`src/rtl/bsr_pkg.sv`:
```
package bsr_pkg;

  typedef enum logic {
    OUT_LIVE  = 1'b0,
    OUT_HELD  = 1'b1
  } out_sel_e;

  // Front-end choice of the first stage: serial neighbour or parallel pin.
  function automatic logic pick_capture(input logic shifting,
                                        input logic serial_bit,
                                        input logic parallel_bit);
    return shifting ? serial_bit : parallel_bit;
  endfunction

  // Back-end choice of the parallel output.
  function automatic logic pick_output(input out_sel_e sel,
                                       input logic live_bit,
                                       input logic held_bit);
    return (sel == OUT_HELD) ? held_bit : live_bit;
  endfunction

endpackage

```
`src/rtl/bsr_capture_stage.sv`:
```
module bsr_capture_stage
  import bsr_pkg::*;
(
  input  logic tck,
  input  logic rst_n,
  input  logic capture_en,
  input  logic shift_en,
  input  logic ser_in,
  input  logic par_in,
  output logic cap_q
);

  logic cap_d;
  logic cap_load;

  assign cap_d    = pick_capture(shift_en, ser_in, par_in);
  assign cap_load = capture_en;

  always_ff @(posedge tck or negedge rst_n) begin
    if (!rst_n)        cap_q <= 1'b0;
    else if (cap_load) cap_q <= cap_d;
  end


  shift_move_chk: assert property (@(posedge tck) disable iff (!rst_n)
    (capture_en && shift_en) |=> (cap_q == $past(ser_in)));


  parallel_capture_chk: assert property (@(posedge tck) disable iff (!rst_n)
    (capture_en && !shift_en) |=> (cap_q == $past(par_in)));


  capture_hold_chk: assert property (@(posedge tck) disable iff (!rst_n)
    !capture_en |=> $stable(cap_q));

endmodule

```
`src/rtl/bsr_update_stage.sv`:
```
module bsr_update_stage (
  input  logic tck,
  input  logic rst_n,
  input  logic update_en,
  input  logic cap_q,
  output logic upd_q
);

  logic upd_load;
  assign upd_load = update_en;

  always_ff @(posedge tck or negedge rst_n) begin
    if (!rst_n)        upd_q <= 1'b0;
    else if (upd_load) upd_q <= cap_q;
  end


  update_load_chk: assert property (@(posedge tck) disable iff (!rst_n)
    update_en |=> (upd_q == $past(cap_q)));


  update_hold_chk: assert property (@(posedge tck) disable iff (!rst_n)
    !update_en |=> $stable(upd_q));

endmodule

```
`src/rtl/bsr_out_mux.sv`:
```
module bsr_out_mux
  import bsr_pkg::*;
(
  input  out_sel_e sel,
  input  logic     live_bit,
  input  logic     held_bit,
  output logic     out_bit
);

  assign out_bit = pick_output(sel, live_bit, held_bit);

endmodule

```
`src/rtl/bsr_cell.sv`:
```
module bsr_cell
  import bsr_pkg::*;
(
  input  logic     tck,
  input  logic     rst_n,
  input  logic     capture_en,
  input  logic     shift_en,
  input  logic     update_en,
  input  out_sel_e sel,
  input  logic     ser_in,
  input  logic     par_in,
  output logic     par_out,
  output logic     ser_out
);

  logic cap_q;
  logic upd_q;

  bsr_capture_stage u_cap (
    .tck        (tck),
    .rst_n      (rst_n),
    .capture_en (capture_en),
    .shift_en   (shift_en),
    .ser_in     (ser_in),
    .par_in     (par_in),
    .cap_q      (cap_q)
  );

  bsr_update_stage u_upd (
    .tck       (tck),
    .rst_n     (rst_n),
    .update_en (update_en),
    .cap_q     (cap_q),
    .upd_q     (upd_q)
  );

  bsr_out_mux u_mux (
    .sel      (sel),
    .live_bit (par_in),
    .held_bit (upd_q),
    .out_bit  (par_out)
  );

  assign ser_out = cap_q;


  held_drive_chk: assert property (@(posedge tck) disable iff (!rst_n)
    (sel == OUT_HELD) |-> (par_out == upd_q));

endmodule

```
`src/rtl/bsr_chain.sv`:
```
module bsr_chain
  import bsr_pkg::*;
#(
  parameter int CELLS = 8
) (
  input  logic             tck,
  input  logic             rst_n,
  input  logic             capture_en,
  input  logic             shift_en,
  input  logic             update_en,
  input  logic             mode,
  input  logic             tdi,
  input  logic [CELLS-1:0] pin_in,
  output logic [CELLS-1:0] pin_out,
  output logic             tdo
);

  localparam int LINKS = CELLS + 1;

  logic [LINKS-1:0] scan_link;
  out_sel_e         sel;

  assign sel          = out_sel_e'(mode);
  assign scan_link[0] = tdi;

  for (genvar i = 0; i < CELLS; i++) begin : g_cell
    bsr_cell u_cell (
      .tck        (tck),
      .rst_n      (rst_n),
      .capture_en (capture_en),
      .shift_en   (shift_en),
      .update_en  (update_en),
      .sel        (sel),
      .ser_in     (scan_link[i]),
      .par_in     (pin_in[i]),
      .par_out    (pin_out[i]),
      .ser_out    (scan_link[i+1])
    );
  end

  assign tdo = scan_link[LINKS-1];


  tdo_follow_chk: assert property (@(posedge tck) disable iff (!rst_n)
    (capture_en && shift_en) |=> (tdo == $past(scan_link[LINKS-2])));

endmodule

```
`config.mk`:
```
export PLATFORM = sky130hd
export DESIGN_NAME = bsr_chain
export DESIGN_NICKNAME = d
export VERILOG_FILES = /design/src/rtl/bsr_pkg.sv /design/src/rtl/bsr_capture_stage.sv /design/src/rtl/bsr_update_stage.sv /design/src/rtl/bsr_out_mux.sv /design/src/rtl/bsr_cell.sv /design/src/rtl/bsr_chain.sv
export SDC_FILE = /design/constraint.sdc
export NUM_CORES = 1
export LEC_CHECK = 0
export ABC_AREA = 1
export BUFFER_PORTS_ARGS = -buffer_cell sky130_fd_sc_hd__clkbuf_2
export CORE_MARGIN = 2
export CORE_UTILIZATION = 50
export DETAILED_ROUTE_END_ITERATION = 8
export PLACE_DENSITY_LB_ADDON = 0.3
export SYNTH_ARGS = -nofsm -noshare
export SYNTH_HDL_FRONTEND = slang
export SYNTH_SLANG_ARGS = --single-unit
```
`constraint.sdc`:
```
create_clock -name tck -period 0.9 [get_ports tck]
set_input_delay 0.045 -clock tck [delete_from_list [all_inputs] [get_ports tck]]
set_output_delay 0.045 -clock tck [all_outputs]
set_load 0.005 [all_outputs]
```
# After elaboration in Yosys (flattened, before gate mapping)
# Index checks and enable logic that the tools add are counted.
# classes
n_mux	16
# ops
op	count
$mux 1	16
# word_totals
input_bits	15
wordCells	32
register_bits	16
out_inout_bits	9

# Depth between registers and ports, before layout
# logic_depth
depth_word	1
depth_mapped	5
depth_no_buf	4

# Modules after synthesis
# A second synthesis with hierarchy kept.
# unflattened
cells_unflattened	152
area_unflattened_um2	920.9
# by_module_without_submodules
module	seq_area_each_um2	n_inst	area_per_inst_um2	cells_each
bsr_capture_stage	25.0	8	60.1	10
bsr_update_stage	25.0	8	40.0	5
bsr_out_mux	0.0	8	15.0	4

# Least setup slack after synthesis
# OpenSTA, ideal clock, no wires.
# synth_path
path_type	register to register
from	reg g_cell[0].u_cell.u_cap.cap_q
to	reg g_cell[1].u_cell.u_cap.cap_q
setup_time_ns	0.117
path_buffers	0
required_ns	0.783
path_slack_ns	0.205
t_arrival_ns	0.577
synth_period_minus_slack_ns	0.695
stages_incl_launch_ff	5
cell_sequence	dfrtp_1 > inv_1 > nand2_1 > nand3_1 > nand2_1
# synth_between
elab_chain_cells	1
# synth_lines
element	line_no	source
start, declared	bsr_capture_stage.sv:10	output logic cap_q
start signal, assigned	bsr_capture_stage.sv:21	else if (cap_load) cap_q <= cap_d;
$mux 1	bsr_pkg.sv:12	return shifting ? serial_bit : parallel_bit;
end signal, assigned	bsr_capture_stage.sv:21	
end, declared	bsr_capture_stage.sv:10	
# Every way passes these cells.
# A chain may end at the register's enable or synchronous reset.

# Final worst setup path
# layout_path
from	reg g_cell[2].u_cell.u_upd.upd_q
to	out pin_out[2]
# layout_between
elab_chain_cells	1
# layout_lines
element	line_no	source
start, declared	bsr_update_stage.sv:6	output logic upd_q
start signal, assigned	bsr_update_stage.sv:14	else if (upd_load) upd_q <= cap_q;
$mux 1	bsr_pkg.sv:19	return (sel == OUT_HELD) ? held_bit : live_bit;
end, declared	bsr_chain.sv:14	output logic [CELLS-1:0] pin_out,
# Every way passes these cells.

==> results.toml <==
[critical_path]
start_kind = "flop"
critPathMaxFanout = 2
regToRegStartpoint = "g_cell[1].u_cell.u_upd.upd_q$_DFFE_PN0P_"
reg2reg_slack_ns = 0.02
worst_ep_required_time_ns = 0.85
end_kind = "output port"
reg2reg_depth = 4
worst_path_largest_cell_delay_ns = 0.39
crit_arrival_ns = 0.93
crit_path_top_delay_cell = "dfrtp_1"
crit_chain = "nand2_1 -> o21ai_1 -> clkbuf_2"
crit_type = "reg2out"
crit_buf_inv = 1
timing.rr.end = "g_cell[1].u_cell.u_upd.upd_q$_DFFE_PN0P_"
path_delay_family = "flip-flops"

[clock_tree]
root_buffer = "clkbuf_4"
clkTransAtPathRegs_ns = 0.10
clockBufferDepth = 2
cts_buffers = 3
cts_tree = "yes"
clk_latency_ns = 0.29
clock_sinks = 16
cts_max_level = 1

[detailed_routing]
wl_per_cell_um = 10.3
finalWirelength_um = 1720
drcViolationCount = 0
vias_per_cell = 4.55
dr.first_iter.drc_count = 12
dr.pass1.iters = 4
ant_nets = 0
via_count = 760

[cells_and_area]
most-common-layout-cells = "nand2_1 (41), clkbuf_2 (23), inv_1 (17), dfrtp_1 (16), o21ai_1 (9)"
n_antenna_cell = 0
fin_util_pct = 60.9
multi_input_area_sq_um = 320
final_common_cell = "nand2_1"
regArea_sq_um = 400
post_route_cells_drive_above_1_share_pct = 29.6
nets = 158
syn_to_final_growth_pct = 14.6
fillCellCount = 177

[sta]
setup_ws_ns = -0.0769
rsz0062_at_grt = "true"
setup_viol = 8
fin_crit_ns = 0.977
hold_violations = 0
min_period_over_period_pct = 109
slew_headroom_pct = 72.7
max_clock_freq_mhz = 1020
drv_slew = 0
fin_skew_ns = 0.00157
worstMarginPinSlew_ns = 0.409

[power]
finalPower_mw = 1.74
power_density_nw_per_um2 = 1670
ir_drop_mv = 0.828
leakagePower_nw = 0.597

[yosys]
avgSynthCellArea_sq_um = 7.56
netlist_area_sq_um = 907
yosysWarnings = 0
synth_fp_nets = 135
yosysTopAreaCellShare_pct = 44.1
yosys.area.top_type = "dfrtp_1"
yosysSeqAreaShare_pct = 44.1
synth_area_leaders = "dfrtp_1 (44%), nand2_1 (17%), buf_4 (7.4%), inv_1 (7.0%), nand3_1 (4.4%)"
synthCells = 120
ys_ff_latch = 16
synth_cell_types = 16

[floorplan]
die_y_um = 46.6
core-area_sq_um = 1710
pin_count = 24
num_rows = 15
dieArea_sq_um = 2170
die_x_um = 46.6
start_util_pct = 53.1

[min_path]
hold_end = "g_cell[0].u_cell.u_cap.cap_q$_DFFE_PN0P_"
hold_path.class = "in2reg"
hold_path_depth = 5
min-delay-start = "tdi"

[grt]
track_usage_pct = 19.0
overflow = 0
grt_pass1_wl_um = 2780
grt_max_degree = 17
grt_pass1_vias = 638
antenna_found_initial = 0

[outcome]
violations = "setup timing"
status = "complete, but fails checks"

[placed_design]
place_congestion = 0.756
port_buffers = 23

[flow_run]
maxCapViolCount = 0
==> synthesized netlist by cell type <==
cell type and count:
o21ai_0 8, a21oi_1 3, buf_4 9, buf_2 1, dfrtp_1 16, inv_1 17
nand2_1 41, inv_2 1, o21ai_1 1, nor2_2 1, inv_4 1, a21oi_2 4
buf_6 2, nand3_1 8, nor2_1 6, buf_12 1
==> per-stage QoR <==
stage | setup slack [ns] | hold slack (ns) | area, sq um | setup TNS [ns] | std cells
4_1_cts | -0.0714 | 0.0448 | 1020 | -0.516 | 165
2_1_floorplan | 0.205 | -0.251 | 907 | 0 | 120
3_3_place_gp | 0.142 | -0.00803 | 938 | 0 | 155
6_report | -0.0769 | 0.0383 | 1040 | -0.510 | 167
3_5_place_dp | 0.143 | -0.000229 | 938 | 0 | 155
5_1_grt | -0.133 | 0.0857 | 1040 | -0.938 | 167
==> final cells by class <==
class	instances	share of cell area (%)
Multi-Input combinational cell	72	30.8
Clock buffer	4	3.49
Sequential cell	16	38.5
Inverter	19	7.10
Timing Repair Buffer	31	17.1
Tap cell	25	3.01
==> sequential cells by signal (all words and copies together) (netlist names) <==
signal,count
g_cell.u_cell.u_cap.cap_q,8
g_cell.u_cell.u_upd.upd_q,8
==> layer usage <==
layer	vias up	wire, um	GRT usage [%]
met1	331	849	26.8
met5	-	0	0
li1	396	-	-
met4	0	46	12.6
met3	5	98	2.35
met2	28	723	26.9
==> worst register-to-register path: cells and delay by family (launching register included) <==
kind / cells / cell delay (ns)
buffers and inverters: 2 / 0.25
AO/OA/AOI/OAI: 1 / 0.05
AND/OR/NAND/NOR: 1 / 0.07
flip-flops: 1 / 0.39
==> how the worst max path moves through the flow <==
| stage | slack, ns | from | cells past startpoint | endpoint |
|---|---|---|---|---|
| detailed placement | 0.14 | g_cell[5].u_cell.u_cap.cap_q$_DFFE_PN0P_ | 4 | g_cell[6].u_cell.u_cap.cap_q$_DFFE_PN0P_ |
| global route | -0.13 | g_cell[0].u_cell.u_upd.upd_q$_DFFE_PN0P_ | 3 | pin_out[0] |
| floorplan | 0.21 | g_cell[0].u_cell.u_cap.cap_q$_DFFE_PN0P_ | 4 | g_cell[1].u_cell.u_cap.cap_q$_DFFE_PN0P_ |
| CTS | -0.07 | g_cell[3].u_cell.u_upd.upd_q$_DFFE_PN0P_ | 3 | pin_out[3] |
| finish | -0.08 | g_cell[2].u_cell.u_upd.upd_q$_DFFE_PN0P_ | 3 | pin_out[2] |
| global placement | 0.14 | g_cell[6].u_cell.u_cap.cap_q$_DFFE_PN0P_ | 4 | g_cell[7].u_cell.u_cap.cap_q$_DFFE_PN0P_ |
==> power breakdown <==
part,internal [mW],switching (mW),total (mW)
sequential,0.808,0.0450,0.853
combinational,0.186,0.211,0.398
clock,0.247,0.242,0.489
total,1.24,0.498,1.74
==> timing repair <==
item	CTS	global route
endpoints found under the hold margin	16	0
endpoints found under the setup margin	8	8
setup buffers	5	2
resized for setup	8	1
pin swaps	0	1
hold buffers	1	0
==> kinds of logic after synthesis <==
kind of cell | after synthesis | share of synthesized area, %
AOI/OAI and AO/OA | 16 | 10.5
buffers and inverters | 32 | 20.8
DFF | 16 | 44.1
and+or+nand+nor | 56 | 24.6
No activity file was read; power rests on OpenSTA's default activity.
